--- src/rtl/xbar_pkg.sv ---
package xbar_pkg;

  typedef enum logic {
    XB_DISCONNECT = 1'b0,
    XB_CONNECT    = 1'b1
  } xb_op_e;

endpackage

--- src/rtl/xbar_cmd_decode.sv ---
// Range-checks a command and produces a one-hot destination strobe.
module xbar_cmd_decode #(
  parameter int NPORT = 6,
  parameter int IDX_W = $clog2(NPORT + 1)
) (
  input  logic             cmd_en,
  input  logic [IDX_W-1:0] cmd_src,
  input  logic [IDX_W-1:0] cmd_dst,
  output logic [NPORT-1:0] dst_hit
);

  logic src_ok;
  logic dst_ok;

  always_comb begin
    src_ok = int'(cmd_src) < NPORT;
    dst_ok = int'(cmd_dst) < NPORT;
  end

  for (genvar d = 0; d < NPORT; d++) begin : g_hit
    assign dst_hit[d] = cmd_en && src_ok && dst_ok && (int'(cmd_dst) == d);
  end

endmodule

--- src/rtl/xbar_cfg_cell.sv ---
// Staged and active selection for one destination.
module xbar_cfg_cell
  import xbar_pkg::*;
#(
  parameter int IDX_W = 3
) (
  input  logic             clk,
  input  logic             rst_n,
  input  logic             hit,
  input  xb_op_e           op,
  input  logic [IDX_W-1:0] src,
  input  logic             update,
  output logic             stg_vld,
  output logic [IDX_W-1:0] stg_src,
  output logic             act_vld,
  output logic [IDX_W-1:0] act_src,
  output logic             differs
);

  logic             nxt_vld;
  logic [IDX_W-1:0] nxt_src;

  always_comb begin
    nxt_vld = stg_vld;
    nxt_src = stg_src;
    if (hit) begin
      if (op == XB_CONNECT) begin
        nxt_vld = 1'b1;
        nxt_src = src;
      end else if (stg_vld && (stg_src == src)) begin
        nxt_vld = 1'b0;
        nxt_src = '0;
      end
    end
  end

  always_ff @(posedge clk) begin
    if (!rst_n) begin
      stg_vld <= 1'b0;
      stg_src <= '0;
      act_vld <= 1'b0;
      act_src <= '0;
    end else begin
      stg_vld <= nxt_vld;
      stg_src <= nxt_src;
      if (update) begin
        act_vld <= stg_vld;
        act_src <= stg_src;
      end
    end
  end

  always_comb begin
    differs = (stg_vld != act_vld) || (stg_vld && (stg_src != act_src));
  end

endmodule

--- src/rtl/xbar_out_mux.sv ---
// Combinational source selection for one destination.
module xbar_out_mux #(
  parameter int NPORT = 6,
  parameter int IDX_W = 3
) (
  input  logic             sel_vld,
  input  logic [IDX_W-1:0] sel_src,
  input  logic [NPORT-1:0] src_data,
  output logic             dout
);

  always_comb begin
    dout = 1'b0;
    for (int s = 0; s < NPORT; s++) begin
      if (sel_vld && (int'(sel_src) == s)) dout = src_data[s];
    end
  end

endmodule

--- src/rtl/xbar_route_matrix.sv ---
module xbar_route_matrix
  import xbar_pkg::*;
#(
  parameter int NPORT = 6,
  parameter int IDX_W = $clog2(NPORT + 1)
) (
  input  logic             clk,
  input  logic             rst_n,
  input  logic             cmd_en,
  input  logic             cmd_op,
  input  logic [IDX_W-1:0] cmd_src,
  input  logic [IDX_W-1:0] cmd_dst,
  input  logic             update,
  input  logic [IDX_W-1:0] rb_dst,
  output logic             rb_hit,
  output logic [IDX_W-1:0] rb_src,
  output logic             pending,
  input  logic [NPORT-1:0] src_data,
  output logic [NPORT-1:0] dst_data
);

  logic [NPORT-1:0] dst_hit;
  logic [NPORT-1:0] stg_vld;
  logic [NPORT-1:0] act_vld;
  logic [NPORT-1:0] differs;
  logic [IDX_W-1:0] stg_src [NPORT];
  logic [IDX_W-1:0] act_src [NPORT];
  xb_op_e           op;

  assign op = xb_op_e'(cmd_op);

  xbar_cmd_decode #(.NPORT(NPORT), .IDX_W(IDX_W)) u_dec (
    .cmd_en  (cmd_en),
    .cmd_src (cmd_src),
    .cmd_dst (cmd_dst),
    .dst_hit (dst_hit)
  );

  for (genvar d = 0; d < NPORT; d++) begin : g_dst
    xbar_cfg_cell #(.IDX_W(IDX_W)) u_cell (
      .clk     (clk),
      .rst_n   (rst_n),
      .hit     (dst_hit[d]),
      .op      (op),
      .src     (cmd_src),
      .update  (update),
      .stg_vld (stg_vld[d]),
      .stg_src (stg_src[d]),
      .act_vld (act_vld[d]),
      .act_src (act_src[d]),
      .differs (differs[d])
    );

    xbar_out_mux #(.NPORT(NPORT), .IDX_W(IDX_W)) u_mux (
      .sel_vld  (act_vld[d]),
      .sel_src  (act_src[d]),
      .src_data (src_data),
      .dout     (dst_data[d])
    );
  end

  always_comb begin
    rb_hit = 1'b0;
    rb_src = '0;
    for (int d = 0; d < NPORT; d++) begin
      if (int'(rb_dst) == d) begin
        rb_hit = stg_vld[d];
        rb_src = stg_src[d];
      end
    end
  end

  assign pending = |differs;

endmodule

--- config.mk ---
export PLATFORM = sky130hd
export DESIGN_NAME = xbar_route_matrix
export DESIGN_NICKNAME = d
export VERILOG_FILES = /design/src/rtl/xbar_pkg.sv /design/src/rtl/xbar_cmd_decode.sv /design/src/rtl/xbar_cfg_cell.sv /design/src/rtl/xbar_out_mux.sv /design/src/rtl/xbar_route_matrix.sv
export SDC_FILE = /design/constraint.sdc
export NUM_CORES = 1
export LEC_CHECK = 0
export ABC_AREA = 1
export BUFFER_PORTS_ARGS = -buffer_cell sky130_fd_sc_hd__buf_4
export CORE_MARGIN = 2
export CORE_UTILIZATION = 64
export CTS_CLUSTER_SIZE = 8
export DETAILED_ROUTE_END_ITERATION = 6
export PLACE_DENSITY = 0.85
export SKIP_CTS_REPAIR_TIMING = 1
export SYNTH_ARGS = -nofsm -noshare
export SYNTH_HDL_FRONTEND = slang
export SYNTH_HIERARCHICAL = 1
export SYNTH_SLANG_ARGS = --single-unit
--- constraint.sdc ---
create_clock -name clk -period 3.07 [get_ports clk]
set_input_delay 0.614 -clock clk [delete_from_list [all_inputs] [get_ports clk]]
set_output_delay 0.614 -clock clk [all_outputs]
set_load 0.005 [all_outputs]
==> results.yml, run 1 <==
outcome:
  outcome: "finished clean"
synthesis:
  synth_top_family_by_area: "simple AND/OR/NAND/NOR gates"
  synth_top_area_share_pct: 30.3
  netlist_area_mm2: 0.00317
  synth.avg_cell_area_um2: 5.89
  synth.area.top_cells: "dfxtp_1 30%, nand2_1 16%, inv_1 13%"
  yosysWarnings: 6
  synthAdderAreaFrac_pct: 0
  synth-seq-area-share_pct: 30.3
  synthMuxAreaShare_pct: 0
  synth_cell_types: 18
  syn_inst: 538
  synthXorXnorAreaFrac_pct: 3.31
  synth_compound_area_share_pct: 17.8
  ys_ff_latch: 48
  yosys.area_share.simple_pct: 34.5
  yosys.area.top_type: "dfxtp_1"
  syn_nets: 558
finish:
  syn2layout_area_growth_pct: 11.8
  finalInstanceArea_mm2: 0.00354
  insertedDiodeCount: 0
  fin_cells: 639
  final_cell_mix: "139 x nand2_1, 110 x inv_1, 60 x a21oi_1"
  layout-drive-gt1-share_pct: 10.3
  nets: 594
  final_common_cell: "nand2_1"
drt:
  vias_per_cell: 5.32
  drc: 0
  dr_wl_met2_um: 3790
  routedLengthMet1_um: 3630
  via_count: 3399
  top_layer: "met4"
  wire_per_inst_um: 12.6
  drtPass1Iterations: 5
  dr_wl_met3_um: 529
  drt-initial-drc-count: 289
  antenna_left: 0
  drt_wl_total_um: 8040
timing:
  timing.setup.tns_ns: 0
  fin_crit_sh_pct: 76.2
  rsz0062_at_grt: "false"
  setup_viol: 0
  timing.hold.ws_ns: 0.528
  skew_ns: 0.00482
  max_freq_mhz: 427
  min_period_ns: 2.34
  max_slew_margin_pct: 73.8
  worst_pin_slew_ns: 0.393
  maxSlewViolCount: 0
  hold_viol: 0
cts:
  insertion_delay_ns: 0.29
  cts-buffers-inserted: 5
  cts_htree_levels: 2
  cts_tree: "done"
  clkTransAtPathRegs_ns: 0.08
  cts.sinks: 48
  cts_root_buffer: "clkbuf_8"
  max-clock-path-buffers: 2
power:
  leakagePower_nw: 1.73
  irDropWorstVdd_mv: 0.226
  power_density_mw_per_mm2: 338
setup_path:
  cp-end-kind: "output pin"
  arrival_ns: 1.73
  path_max_fanout: 5
  critPathRequiredTime_ns: 2.46
  cp_common_cell: "a21oi_1"
  start_kind: "flip-flop"
  cpPeakStageDelay_ns: 0.39
  worstSetupPathType: "reg2out"
  crit_start: "g_dst[3].u_cell/stg_src[0]$_SDFFE_PN0P_"
  r2r_start: "g_dst[4].u_cell/stg_vld$_SDFFE_PN0P_"
  cp_slowest_cell: "dfxtp_1"
  cp_cell_sequence: "xor2_1 > a21oi_1 > a21oi_1 > nor4_1 > nand2_1 > buf_4"
placement:
  port_buffers: 30
  gp_congestion: 0.890
  dp_hpwl_um: 5870
  place_area_mm2: 0.00347
  dp_cells: 634
floorplan:
  die_w_um: 74.4
  start_util_pct: 66.7
  die_area_mm2: 0.00553
  die-height_um: 74.4
  ios: 31
  core_mm2: 0.00475
  rows: 25
run:
  cap_violations: 0
global_routing:
  antenna_found_initial: 0
  first_global_vias: 2922
  grt_pass1_wl_um: 13100
  grt_overflow: 0
  grtUsageTotal_pct: 30.3
  grt_max_degree: 49
min_path:
  worstHoldStart: "g_dst[5].u_cell/stg_src[2]$_SDFFE_PN0P_"
  hp-class: "reg2reg"
## layout make-up
class,count,area (µm²)
Clock buffer,5,68.8
Sequential cell,48,961
Multi-Input combinational cell,371,1760
Timing Repair Buffer,30,225
Inverter,118,443
Tap cell,67,83.8
Fill cell,411,1210
## sequential cells by signal, indices dropped and copies added (netlist names)
| signal | count |
|---|---|
| g_dst.u_cell/act_src | 18 |
| g_dst.u_cell/act_vld | 6 |
| g_dst.u_cell/stg_src | 18 |
| g_dst.u_cell/stg_vld | 6 |
## synthesized netlist by cell type
library cell and count:
o21ai_0 24, nor3_2 3, inv_1 110, nor2_1 52, a21oi_2 6, dfxtp_1 48, nand2_2 6, o211ai_1 12
nand2_1 139, inv_2 8, nor4_1 1, nand3_1 41, buf_2 1, nand4_1 8, nand3_2 1, xor2_1 12
or2_0 6, a21oi_1 60
## stage by stage
stage                     setup WS, ns  total power [mW]  util, %
final                            0.731              1.20     74.5
after global placement           0.976             0.865     73.1
after global routing             0.700              1.25     74.5
after floorplan                   1.31             0.788        -
after CTS                        0.743              1.20     74.5
after detailed placement         0.919             0.874     73.1
## cell families after synthesis
logic type	after synthesis
DFF	48
xor gates and xnor gates	12
and+or+nand+nor	257
AOI/OAI and AO/OA	102
buffers and inverters	119
## routing by layer
metal | track usage [%] | vias up
met3 | 4.47 | 10
met4 | 9.52 | 0
li1 | - | 1756
met2 | 51.3 | 133
met5 | 0 | -
met1 | 39.8 | 1500
## worst max-delay path, delay by kind of cell (launching register included)
family | cells | cell delay, ns
xor gates and xnor gates | 1 | 0.18
buffers and inverters | 1 | 0.15
DFF | 1 | 0.39
and+or+nand+nor | 2 | 0.49
AOI/OAI and AO/OA | 2 | 0.22
## worst paths after layout
| check | end | slack [ns] | depth (start not counted) |
|---|---|---|---|
| worst max-delay path | pending | 0.73 | 6 |
| worst min-delay path | g_dst[5].u_cell/stg_src[2]$_SDFFE_PN0P_ | 0.53 | 2 |
| worst max register to register | g_dst[4].u_cell/stg_src[0]$_SDFFE_PN0P_ | 1.93 | 7 |
| worst min register to register | g_dst[5].u_cell/stg_src[2]$_SDFFE_PN0P_ | 0.53 | 2 |
## power breakdown
group | leakage, nW | switching (mW) | internal [mW]
registers | 0.391 | 0.0271 | 0.641
logic | 1.30 | 0.119 | 0.0744
clock network | 0.0359 | 0.190 | 0.147
No activity file was read; power rests on OpenSTA's default activity.
==> run 2, diff against run 1 <==
--- a/config.mk
+++ b/config.mk
@@ -8,10 +8,10 @@
 export ABC_AREA = 1
 export BUFFER_PORTS_ARGS = -buffer_cell sky130_fd_sc_hd__buf_4
 export CORE_MARGIN = 2
-export CORE_UTILIZATION = 64
+export CORE_UTILIZATION = 54
 export CTS_CLUSTER_SIZE = 8
 export DETAILED_ROUTE_END_ITERATION = 6
-export PLACE_DENSITY = 0.85
+export PLACE_DENSITY = 0.77
 export SKIP_CTS_REPAIR_TIMING = 1
 export SYNTH_ARGS = -nofsm -noshare
 export SYNTH_HDL_FRONTEND = slang
==> constraint.sdc (replaced) <==
create_clock -name clk -period 1.9 [get_ports clk]
set_input_delay 0.38 -clock clk [delete_from_list [all_inputs] [get_ports clk]]
set_output_delay 0.38 -clock clk [all_outputs]
set_load 0.005 [all_outputs]
==> run 2 against run 1 <==
  * Die area is 17% higher
  * Non-clock buffer count is 19 higher
  * Setup slack worse by 0.84 ns
  * Critical path depth is 1 higher
  * Largest cell class unchanged
  * The flow now finishes with violations (negative setup slack)
  * Core utilization is 6.7 points lower
  * Power is 82% higher
  * Register-to-register slack worse by 1.2 ns
  * Combinational power is 76% higher
==> results.yml, run 2 (synthesis gave the netlist of run 1 again) <==
timing:
  max_slew_margin_pct: 73.2
  min_period_ns: 2.01
  fin_crit_sh_pct: 106
  hold_viol: 0
  maxSlewViolCount: 0
  fin_ws_ns: -0.110
  setup_viol: 1
  rsz0062_at_grt: "true"
  max_freq_mhz: 498
  worst_pin_slew_ns: 0.402
  skew_ns: 0.00697
placement:
  dp_hpwl_um: 6170
  port_buffers: 30
  gp_congestion: 0.904
  place_area_mm2: 0.00359
cts:
  cts_htree_levels: 2
  cts-buffers-inserted: 5
  insertion_delay_ns: 0.30
  cts_root_buffer: "clkbuf_8"
  cts_tree: "done"
  cts.sinks: 48
  clkTransAtPathRegs_ns: 0.09
  max-clock-path-buffers: 2
finish:
  final_cell_mix: "138 x nand2_1, 107 x inv_1, 59 x a21oi_1"
  finalInstanceArea_mm2: 0.00378
  fill_cells: 528
  final_common_cell: "nand2_1"
  layout-drive-gt1-share_pct: 15.7
  syn2layout_area_growth_pct: 19.2
  nets: 613
  insertedDiodeCount: 0
  top_regs: "g_dst.u_cell/act_src x18, g_dst.u_cell/stg_src x18"
floorplan:
  rows: 27
  start_util_pct: 56.9
  die_area_mm2: 0.00650
  die-height_um: 80.6
  ios: 31
  core_mm2: 0.00557
  die_w_um: 80.6
global_routing:
  first_global_vias: 3136
  antenna_found_initial: 0
  grtUsageTotal_pct: 26.8
  met2_usage_pct: 46.1
  grt_use_met3_pct: 3.15
  grt_overflow: 0
  met1_usage_pct: 35.2
  grt_pass1_wl_um: 13700
  busiest_layer: "met2"
  grt_max_degree: 49
setup_path:
  critPathRequiredTime_ns: 1.52
  path_max_fanout: 3
  cp-end-kind: "output pin"
  r2r_start: "g_dst[0].u_cell/stg_src[0]$_SDFFE_PN0P_"
  start_kind: "flip-flop"
  cp_slowest_cell: "dfxtp_4"
  arrival_ns: 1.63
  crit_start: "g_dst[4].u_cell/stg_src[0]$_SDFFE_PN0P_"
  crit_family: "flip-flops"
  cp.buffers_inverters: 2
  cp_cell_sequence: "xor2_1 > a21oi_1 > a21oi_2 > nor4_2 > buf_4 > nand2_2 > buf_6"
  worstSetupPathType: "reg2out"
  cpPeakStageDelay_ns: 0.36
outcome:
  outcome: "complete, but fails checks"
  violations: "negative setup slack"
power:
  total_power_mw: 2.19
  irDropWorstVdd_mv: 0.338
  seq_power_share_pct: 48.9
  clkPwrFrac_pct: 35.4
  internal_power_mw: 1.60
  switching_share_pct: 26.9
  power.switching_mw: 0.588
  p_comb_share_pct: 15.6
  power_density_mw_per_mm2: 579
  leakagePower_nw: 1.86
drt:
  drt-initial-drc-count: 258
  vias_per_cell: 5.11
  drt_wl_total_um: 8270
  drc: 0
  drtPass1Iterations: 5
  via_count: 3406
  antenna_left: 0
  wire_per_inst_um: 12.4
min_path:
  hp-class: "in2reg"
  worstHoldStart: "cmd_src[0]"
run:
  cap_violations: 0
run 2: cell count changes in the layout (fill, tap and decap cells not counted), moves of 2 or more:
cell     before  now
dfxtp_1      48   42
inv_1       110  107
inv_2         8   10
dfxtp_4       0    3
dfxtp_2       0    3
buf_4        30   48
run 2: path summary, 6_finish.rpt:
| check | cells past startpoint | end | slack [ns] |
|---|---|---|---|
| hold reg to reg | 2 | g_dst[5].u_cell/stg_src[2]$_SDFFE_PN0P_ | 0.53 |
| setup / recovery | 7 | pending | -0.11 |
| setup reg to reg | 7 | g_dst[0].u_cell/stg_src[2]$_SDFFE_PN0P_ | 0.75 |
| hold / removal | 3 | g_dst[4].u_cell/stg_src[0]$_SDFFE_PN0P_ | 0.44 |
run 2: power groups by stage:
| stage | logic, mW | registers [mW] | clock network (mW) |
|---|---|---|---|
| global placement | 0.322 | 1.10 | 0 |
| detailed placement | 0.331 | 1.10 | 0 |
| global route | 0.388 | 1.08 | 0.829 |
| CTS | 0.333 | 1.07 | 0.793 |
| finish | 0.342 | 1.07 | 0.775 |
| floorplan | 0.184 | 1.09 | 0 |
run 2: cell type report:
type	count	area, µm²	area share (%)
Clock buffer	6	82.6	2.19
Clock inverter	2	38.8	1.03
Timing Repair Buffer	49	372	9.83
Inverter	118	445	11.8
Sequential cell	48	976	25.8
Tap cell	72	90.1	2.38
Multi-Input combinational cell	371	1770	47.0
run 2: tightest hold or removal path, delay by kind of cell:
family / cells / cell delay, ns
buf+inv: 1 / 0.18
simple gates: 1 / 0.08
compound gates: 1 / 0.05
run 2: stage by stage:
| step | util (%) | setup WS (ns) | TNS (ns) | hold WS [ns] | instances |
|---|---|---|---|---|---|
| finish | 67.8 | -0.110 | -0.110 | 0.441 | 666 |
| global route | 67.8 | -0.200 | -0.200 | 0.449 | 666 |
| floorplan | - | 0.523 | 0 | 0.469 | 538 |
| global placement | 64.5 | 0.208 | 0 | 0.499 | 654 |
| detailed placement | 64.5 | 0.173 | 0 | 0.508 | 654 |
| CTS | 66.6 | -0.160 | -0.160 | 0.445 | 662 |
run 2: routing by layer:
| layer | vias to the layer above | part of all wire [%] |
|---|---|---|
| met2 | 99 | 45 |
| met5 | - | 0 |
| li1 | 1796 | - |
| met1 | 1498 | 47 |
| met4 | 0 | 1.9 |
| met3 | 13 | 6.1 |
